==> src/rtl/xpin_pkg.sv <==
package xpin_pkg;

    localparam int REG_W     = 32;
    localparam int ADDR_W    = 3;
    localparam int MAP_W     = 8;
    localparam int PRIO_W    = 4;
    localparam int MODE_BIT  = 23;

    typedef enum logic [ADDR_W-1:0] {
        A_SENSE = 3'd0,
        A_PRIO  = 3'd1,
        A_PEND  = 3'd2,
        A_MSET  = 3'd3,
        A_MCLR  = 3'd4,
        A_MODE  = 3'd5
    } reg_addr_e;

    typedef enum logic [3:0] {
        SN_FALL = 4'd0,
        SN_RISE = 4'd1,
        SN_LOW  = 4'd2,
        SN_HIGH = 4'd3,
        SN_BOTH = 4'd4
    } sense_e;

    typedef struct packed {
        logic                  we;
        reg_addr_e             addr;
        logic [REG_W-1:0]      wdata;
    } bus_req_t;

    // Low bit of pin n's field in an MSB-first packed register.
    function automatic int field_lsb(input int pin, input int width);
        return REG_W - (pin + 1) * width;
    endfunction

    // Bit of pin n in the 8-bit pending/mask layout.
    function automatic int map_pos(input int pin);
        return MAP_W - 1 - pin;
    endfunction

    // Bits of the 8-bit layout that belong to implemented pins.
    function automatic logic [MAP_W-1:0] valid_map(input int pins);
        logic [MAP_W-1:0] v;
        v = '0;
        for (int k = 0; k < pins; k++) v[map_pos(k)] = 1'b1;
        return v;
    endfunction

    function automatic logic sense_hit(input logic [3:0] code, input logic cur, input logic prv);
        case (sense_e'(code))
            SN_FALL: return prv & ~cur;
            SN_RISE: return ~prv & cur;
            SN_LOW:  return ~cur;
            SN_HIGH: return cur;
            SN_BOTH: return prv ^ cur;
            default: return 1'b0;
        endcase
    endfunction

endpackage

==> src/rtl/xpin_sync.sv <==
module xpin_sync #(
    parameter int NUM_PINS = 8,
    parameter int STAGES   = 2
) (
    input  logic                clk,
    input  logic                rst,
    input  logic [NUM_PINS-1:0] pin_i,
    output logic [NUM_PINS-1:0] sync_o
);
    logic [NUM_PINS-1:0] stg [STAGES];

    always_ff @(posedge clk) begin
        if (rst) stg[0] <= '0;
        else     stg[0] <= pin_i;
    end

    for (genvar k = 1; k < STAGES; k++) begin : g_stage
        always_ff @(posedge clk) begin
            if (rst) stg[k] <= '0;
            else     stg[k] <= stg[k-1];
        end
    end

    assign sync_o = stg[STAGES-1];
endmodule

==> src/rtl/xpin_detect.sv <==
module xpin_detect
    import xpin_pkg::*;
#(
    parameter int NUM_PINS = 8,
    parameter int SENSE_W  = 4
) (
    input  logic                clk,
    input  logic                rst,
    input  logic [NUM_PINS-1:0] sync_i,
    input  logic [REG_W-1:0]    sense_i,
    output logic [NUM_PINS-1:0] ev_o
);
    logic [NUM_PINS-1:0] prev_q;

    always_ff @(posedge clk) begin
        if (rst) prev_q <= '0;
        else     prev_q <= sync_i;
    end

    for (genvar g = 0; g < NUM_PINS; g++) begin : g_pin
        localparam int LSB = field_lsb(g, SENSE_W);
        logic [3:0] code;
        assign code  = 4'(sense_i[LSB +: SENSE_W]);
        assign ev_o[g] = sense_hit(code, sync_i[g], prev_q[g]);
    end
endmodule

==> src/rtl/xpin_regs.sv <==
module xpin_regs
    import xpin_pkg::*;
#(
    parameter int NUM_PINS = 8
) (
    input  logic                clk,
    input  logic                rst,
    input  bus_req_t            req_i,
    input  logic [NUM_PINS-1:0] ev_i,
    output logic [REG_W-1:0]    rdata_o,
    output logic [REG_W-1:0]    sense_o,
    output logic [REG_W-1:0]    prio_o,
    output logic [NUM_PINS-1:0] pend_o,
    output logic [NUM_PINS-1:0] mask_o,
    output logic                mode_o
);
    localparam logic [MAP_W-1:0] VALID = valid_map(NUM_PINS);

    logic [REG_W-1:0] sense_q, prio_q;
    logic [MAP_W-1:0] pend_q, mask_q, pend_d, ev_map;
    logic             mode_q;
    logic             wr_sense, wr_prio, wr_pend, wr_mset, wr_mclr, wr_mode;

    for (genvar g = 0; g < MAP_W; g++) begin : g_map
        if (g < NUM_PINS) begin : g_on
            assign ev_map[map_pos(g)] = ev_i[g];
            assign pend_o[g]          = pend_q[map_pos(g)];
            assign mask_o[g]          = mask_q[map_pos(g)];
        end else begin : g_off
            assign ev_map[map_pos(g)] = 1'b0;
        end
    end

    assign wr_sense = req_i.we && (req_i.addr == A_SENSE);
    assign wr_prio  = req_i.we && (req_i.addr == A_PRIO);
    assign wr_pend  = req_i.we && (req_i.addr == A_PEND);
    assign wr_mset  = req_i.we && (req_i.addr == A_MSET);
    assign wr_mclr  = req_i.we && (req_i.addr == A_MCLR);
    assign wr_mode  = req_i.we && (req_i.addr == A_MODE);

    always_comb begin
        pend_d = pend_q;
        if (wr_pend) pend_d = pend_q & req_i.wdata[MAP_W-1:0];
        pend_d = (pend_d | ev_map) & VALID;
    end

    always_ff @(posedge clk) begin
        if (rst) begin
            sense_q <= '0;
            prio_q  <= '0;
            pend_q  <= '0;
            mask_q  <= VALID;
            mode_q  <= 1'b0;
        end else begin
            pend_q <= pend_d;
            if (wr_sense) sense_q <= req_i.wdata;
            if (wr_prio)  prio_q  <= req_i.wdata;
            if (wr_mset)  mask_q  <= mask_q | (req_i.wdata[MAP_W-1:0] & VALID);
            if (wr_mclr)  mask_q  <= mask_q & ~req_i.wdata[MAP_W-1:0];
            if (wr_mode)  mode_q  <= req_i.wdata[MODE_BIT];
        end
    end

    always_comb begin
        rdata_o = '0;
        case (req_i.addr)
            A_SENSE: rdata_o = sense_q;
            A_PRIO:  rdata_o = prio_q;
            A_PEND:  rdata_o[MAP_W-1:0] = pend_q;
            A_MODE:  rdata_o[MODE_BIT] = mode_q;
            default: rdata_o = '0;
        endcase
    end

    assign sense_o = sense_q;
    assign prio_o  = prio_q;
    assign mode_o  = mode_q;

    // a detected event always leaves its pending bit set
    p_set_wins_r4: assert property (@(posedge clk) disable iff (rst)
        (|ev_map) |=> ((pend_q & $past(ev_map)) == $past(ev_map)));

    // zeros written to pending clear, ones keep
    p_zero_clear_r5: assert property (@(posedge clk) disable iff (rst)
        (wr_pend && ev_map == '0) |=> (pend_q == $past(pend_q & req_i.wdata[MAP_W-1:0])));

    // ones written to mask-set mask the pin
    p_mask_set_r6: assert property (@(posedge clk) disable iff (rst)
        wr_mset |=> ((mask_q & $past(req_i.wdata[MAP_W-1:0] & VALID))
                     == $past(req_i.wdata[MAP_W-1:0] & VALID)));

    // ones written to mask-clear unmask the pin
    p_mask_clr_r7: assert property (@(posedge clk) disable iff (rst)
        wr_mclr |=> ((mask_q & $past(req_i.wdata[MAP_W-1:0])) == '0));

    // mode register exposes only its select bit
    p_mode_only_r9: assert property (@(posedge clk) disable iff (rst)
        (req_i.addr == A_MODE) |-> ((rdata_o & ~(32'd1 << MODE_BIT)) == '0));
endmodule

==> src/rtl/xpin_ctrl.sv <==
module xpin_ctrl
    import xpin_pkg::*;
#(
    parameter int NUM_PINS = 8,
    parameter int SENSE_W  = 4,
    parameter int STAGES   = 2
) (
    input  logic                clk,
    input  logic                rst,
    input  logic [NUM_PINS-1:0] pin_i,
    input  logic                bus_we_i,
    input  logic [2:0]          bus_addr_i,
    input  logic [31:0]         bus_wdata_i,
    output logic [31:0]         bus_rdata_o,
    output logic [NUM_PINS-1:0] irq_o,
    output logic                irq_any_o
);
    bus_req_t            req;
    logic [NUM_PINS-1:0] sync, ev, pend, mask;
    logic [REG_W-1:0]    sense, prio;
    logic                mode;

    assign req.we    = bus_we_i;
    assign req.addr  = reg_addr_e'(bus_addr_i);
    assign req.wdata = bus_wdata_i;

    xpin_sync #(.NUM_PINS(NUM_PINS), .STAGES(STAGES)) u_sync (
        .clk(clk), .rst(rst), .pin_i(pin_i), .sync_o(sync)
    );

    xpin_detect #(.NUM_PINS(NUM_PINS), .SENSE_W(SENSE_W)) u_detect (
        .clk(clk), .rst(rst), .sync_i(sync), .sense_i(sense), .ev_o(ev)
    );

    xpin_regs #(.NUM_PINS(NUM_PINS)) u_regs (
        .clk(clk), .rst(rst), .req_i(req), .ev_i(ev),
        .rdata_o(bus_rdata_o), .sense_o(sense), .prio_o(prio),
        .pend_o(pend), .mask_o(mask), .mode_o(mode)
    );

    for (genvar g = 0; g < NUM_PINS; g++) begin : g_gate
        localparam int PLSB = field_lsb(g, PRIO_W);
        assign irq_o[g] = pend[g] & ~mask[g] & (prio[PLSB +: PRIO_W] != '0);
    end

    assign irq_any_o = |irq_o;

    // the combined request needs an unmasked pending pin
    p_any_r8: assert property (@(posedge clk) disable iff (rst)
        irq_any_o |-> (|(pend & ~mask)));

    // right after reset nothing is requested and the mode bit is clear
    p_reset_r10: assert property (@(posedge clk)
        rst |=> (irq_o == '0 && !mode));
endmodule

==> config.mk <==
export PLATFORM = sky130hd
export DESIGN_NAME = xpin_ctrl
export DESIGN_NICKNAME = d
export VERILOG_FILES = /design/src/rtl/xpin_pkg.sv /design/src/rtl/xpin_sync.sv /design/src/rtl/xpin_detect.sv /design/src/rtl/xpin_regs.sv /design/src/rtl/xpin_ctrl.sv
export SDC_FILE = /design/constraint.sdc
export NUM_CORES = 1
export LEC_CHECK = 0
export BUFFER_PORTS_ARGS = -buffer_cell sky130_fd_sc_hd__buf_2
export CAP_MARGIN = 30
export CORE_MARGIN = 10
export CORE_UTILIZATION = 56
export CTS_CLUSTER_SIZE = 8
export DETAILED_ROUTE_END_ITERATION = 10
export GPL_TIMING_DRIVEN = 0
export PLACE_DENSITY = 0.8
export SLEW_MARGIN = 20
export SYNTH_ARGS = -nofsm -noshare
export SYNTH_HDL_FRONTEND = slang
export SYNTH_SLANG_ARGS = --single-unit
export TNS_END_PERCENT = 50
==> constraint.sdc <==
create_clock -name clk -period 2.27 [get_ports clk]
set_input_delay 0.681 -clock clk [delete_from_list [all_inputs] [get_ports clk]]
set_output_delay 0.681 -clock clk [all_outputs]
set_load 0.01 [all_outputs]
==> results summary <==
The run finished, with violations left. The checks that failed: setup timing. The portion of total power attributed to combinational logic came out at 11.7%. The library cell used most frequently in the layout, excluding fill and tap cells, is sky130_fd_sc_hd__nand2_1.

The internal portion of the total power is ~2.6 mW. The global route total overflow is 0. TritonCTS built the clock tree. Setup repair after global routing could not meet its margin everywhere. The final-report hold violation count was 0. For this configuration, the core starts out at a cell density of 57.26%. Pin placement for this block handled 87 I/O pins. The total of hold buffers inserted after clock tree synthesis came out at 0. The critical setup path kind is reg2out. The storage element area came out at 2107 sq um. The number of antenna violations at the first check in global routing came out at 0. The number of standard-cell rows in the floorplan came out at 34. The final period utilization came out at 113.3%. In the detailed route, the total length drawn on met3 is between 1000 and 1500 microns. Of the total synthesized cell area, the portion taken by full adders, half adders and majority gates is 4.009%.

The number of endpoints failing setup at the final stage is 6. The library cells used most frequently in the layout, excluding fill and tap cells, are 128 x sky130_fd_sc_hd__nand2_1, 101 x sky130_fd_sc_hd__dfxtp_1, 86 x sky130_fd_sc_hd__buf_2, 62 x sky130_fd_sc_hd__a21oi_1, 37 x sky130_fd_sc_hd__nor2_1. The analysis attributes to net switching a power of 0.9617 mW.

The slew at the pin closest to its max-slew limit is 798.7 ps. The clock latency at the later pin of the worst-skew pair is 370 ps. By area, the combinational part of the netlist is dominated by simple AND/OR/NAND/NOR gates. The total number of yosys warnings came out at 0.

The iteration-0 DRC count of the detailed router is approximately 400. After Yosys synthesis, XOR and XNOR cells account for 0% of the synthesized area. Global routing used 22.21% of the available tracks across all layers.

The routed via count divided by cell count came out at 5.967. The ratio of cells with drive above 1 in the final layout came out at 22.64%. The half-perimeter wire length after detailed placement came out at 10530 microns. The final layout contains routed wiring with a total length of 15390 microns. The post-synthesis compound-gate area fraction came out at 21.47%.

The total power is 3.607 mW. The TritonCTS sink count came out at 105. The power density over the cells came out at 590.2 nW/um^2.

The static leakage is 2.476 nW. The synthesized flop and latch total is 105. The pin count of the biggest net entering global routing came out at 19.

The share of cell area taken by muxes after synthesis came out at 2.005%. The final number of max-transition violations is 0. The core occupancy in the finished layout is 70.07%. In this run the top signal layer used is met4.

The final worst setup slack is -301.8 ps. The number of H-tree levels is 3. TritonCTS created 9 clock buffers. Net switching is 26.66% of the power.

Static timing analysis puts the maximum clock frequency at roughly 390 MHz. The count of different cell masters after synthesis came out at 39. The min-delay analysis places its worst path in the category reg2reg. The proportion of power drawn by flip-flops and latches came out at 54.2%.

The maximum resistive drop on vdd is 0.0003315 V. Measured along the x axis, the die boundary spans 114.4 microns. Data on the critical path is required at its endpoint by 1590 ps. In the routed design, unresolved DRC markers number 0. The placed cell count is around 790. The quantity of I/O buffers inserted on ports is 85. The worst setup path is captured at a primary output.

The kind of launch point of the worst setup path is a register. The global-route wire length before repair came out at 23500 microns. The area growth from synthesis to layout is 22.38%. The count of inserted antenna diode cells came out at 0. The detailed router placed 4887 vias in this run. The proportion of synthesized chip area in sequential cells came out at 42.09%. The critical-path maximum fanout is 3. The die boundary height is around 110 microns. The pre-antenna-repair detailed-routing pass consisted of 5 iterations. The clock group share of total power is 34.1%. The synthesized netlist net count is 662. The per-instance average area after synthesis is 8.323 sq um. In the detailed route, the total length drawn on met2 is 7520 microns.

The number of cells traversed by the worst hold path came out at 1. The placeable core region came out at ~8700 sq um. The number of violations of the max-capacitance limit is 0.

The worst-case clock skew is 14.92 ps. In this run the clock root is driven by a sky130_fd_sc_hd__clkbuf_8. The number of standard cells in the layout, taps in and fillers out came out at 819.

The deepest clock path buffer count is 2. The post-synthesis cell area is 4994 sq um. The number of fill cells came out at 687. The final critical path time including I/O delays and setup came out at 2572 ps. Summing the areas of all and, or, nand and nor instances in the mapped netlist gives between 20% and 30% of the synthesized area. The worst slew slack as a fraction of its limit came out at a little under half.

The final estimated routing congestion in global placement came out at roughly 0.90. The post-CTS clock slew at the launch and capture registers of the worst setup and hold paths is approximately 110 ps. The via count of the first global-routing pass was ~4800. The number of routed nets with antenna violations came out at 0. The multi-input combinational cell area is 2626 sq um. The signal arrival time at the worst endpoint came out at 1890 ps. For this block, wires on met1 add up to slightly above 6000 microns.

The average wire per cell in the routed design is about 19 microns. For the worst flop-to-flop path, the logic depth is 4. The total die area came out at 13090 sq um. The gate count of the mapped netlist is 600. The net count of the finished layout is between 700 and 800.
-- power groups by stage --
| stage | Clock [mW] | Sequential (mW) | Combinational (mW) |
|---|---|---|---|
| finish | 1.23 | 1.96 | 0.423 |
| global route | 1.30 | 1.96 | 0.454 |
| CTS | 1.23 | 1.95 | 0.393 |
| detailed placement | 0 | 1.99 | 0.356 |
| global placement | 0 | 1.99 | 0.345 |
| floorplan | 0 | 1.98 | 0.226 |
-- Yosys cell counts --
master,n,area share (%)
sky130_fd_sc_hd__a2111oi_0,8,1.4
sky130_fd_sc_hd__a21oi_1,62,6.2
sky130_fd_sc_hd__a21oi_2,2,0.35
sky130_fd_sc_hd__a221o_1,8,1.6
sky130_fd_sc_hd__a22o_1,23,4.0
sky130_fd_sc_hd__a2bb2oi_1,8,1.4
sky130_fd_sc_hd__and3b_1,1,0.18
sky130_fd_sc_hd__and4b_1,1,0.20
sky130_fd_sc_hd__and4bb_2,1,0.25
sky130_fd_sc_hd__buf_2,9,0.90
sky130_fd_sc_hd__buf_4,5,0.75
sky130_fd_sc_hd__buf_6,8,1.8
sky130_fd_sc_hd__clkbuf_1,19,1.4
sky130_fd_sc_hd__dfxtp_1,105,42
sky130_fd_sc_hd__ha_1,16,4.0
sky130_fd_sc_hd__inv_1,36,2.7
sky130_fd_sc_hd__mux2i_1,10,2.0
sky130_fd_sc_hd__nand2_1,128,9.6
sky130_fd_sc_hd__nand2b_1,4,0.50
sky130_fd_sc_hd__nand3_1,1,0.10
sky130_fd_sc_hd__nand4b_1,1,0.18
sky130_fd_sc_hd__nand4bb_1,2,0.45
sky130_fd_sc_hd__nor2_1,38,2.9
sky130_fd_sc_hd__nor2b_1,33,4.1
sky130_fd_sc_hd__nor3_1,12,1.2
sky130_fd_sc_hd__nor3_2,1,0.20
sky130_fd_sc_hd__nor3b_2,1,0.25
sky130_fd_sc_hd__nor3b_4,1,0.38
sky130_fd_sc_hd__nor4_1,4,0.50
sky130_fd_sc_hd__nor4_2,4,1.0
sky130_fd_sc_hd__nor4b_4,1,0.48
sky130_fd_sc_hd__o211a_1,8,1.6
sky130_fd_sc_hd__o211ai_1,8,1.2
sky130_fd_sc_hd__o21a_1,1,0.15
sky130_fd_sc_hd__o21ai_0,16,1.6
sky130_fd_sc_hd__o31ai_1,8,1.2
sky130_fd_sc_hd__o32ai_1,4,0.70
sky130_fd_sc_hd__or4_1,1,0.15
sky130_fd_sc_hd__or4b_1,1,0.20
-- area by class of cell --
cell class              instances  share of cell area (%)
flip-flops and latches        105                   34.48
clock buffers                  10                   2.252
well taps                     108                   2.211
clock inverters                 6                   1.188
plain buffers                  38                   4.238
inverters                      36                   2.211
repair buffers                 98                   10.44
multi-input cells             418                   42.98
-- logic make-up after synthesis --
| group | count (synthesis) |
|---|---|
| buffers and inverters | 77 |
| AO/OA/AOI/OAI | 156 |
| AND/OR/NAND/NOR | 236 |
| adder cells (fa/ha/maj) | 16 |
| multiplexers | 10 |
| flip-flops | 105 |
-- worst max-delay path: stages, from the launching register on --
cell and delay, ps:
sky130_fd_sc_hd__dfxtp_1 380, sky130_fd_sc_hd__nor4_4 330, sky130_fd_sc_hd__o32ai_1 160, sky130_fd_sc_hd__or4_4 520, sky130_fd_sc_hd__buf_6 140
-- registers in the layout, indices dropped and copies added, names as in the netlist, named ones only --
name,flops
u_regs.sense_o,32
u_regs.prio_o,32
u_regs.pend_q,8
u_sync.stg,16
u_detect.prev_q,8
u_regs.mode_o,1
-- routing by layer --
metal,vias to the layer above,GRT usage (%)
met2,228,37.52
met5,-,0
li1,2278,-
met3,37,5.398
met4,0,9.858
met1,2344,25.97
-- path summary, 6_finish.rpt --
check,startpoint,end,slack (ps)
max reg2reg,u_sync.stg[1][3],u_regs.pend_q[4],850
min reg2reg,u_sync.stg[0][6],u_sync.stg[1][6],450
max,u_regs.prio_o[12],irq_any_o,-300
min,u_sync.stg[0][6],u_sync.stg[1][6],450
-- metrics by stage --
stage | setup WS (ps) | instance area [sq um] | setup TNS, ps | hold slack, ps
finish | -301.8 | 6111 | -370.8 | 447.2
global route | -367.1 | 6111 | -778.8 | 457.6
CTS | -320.2 | 5992 | -320.2 | 449.3
detailed placement | -370.3 | 5554 | -9042 | 427.8
global placement | -363.4 | 5554 | -8772 | 416.2
floorplan | 105.9 | 4994 | 0 | 413.8
-- what timing repair did --
action | 4_1_cts | 5_1_grt
pin swaps | 5 | 17
gates cloned | 2 | 3
gates resized for setup | 44 | 15
setup buffers | 5 | 3
setup endpoints to repair | 33 | 27
No activity file was read; power rests on OpenSTA's default activity.
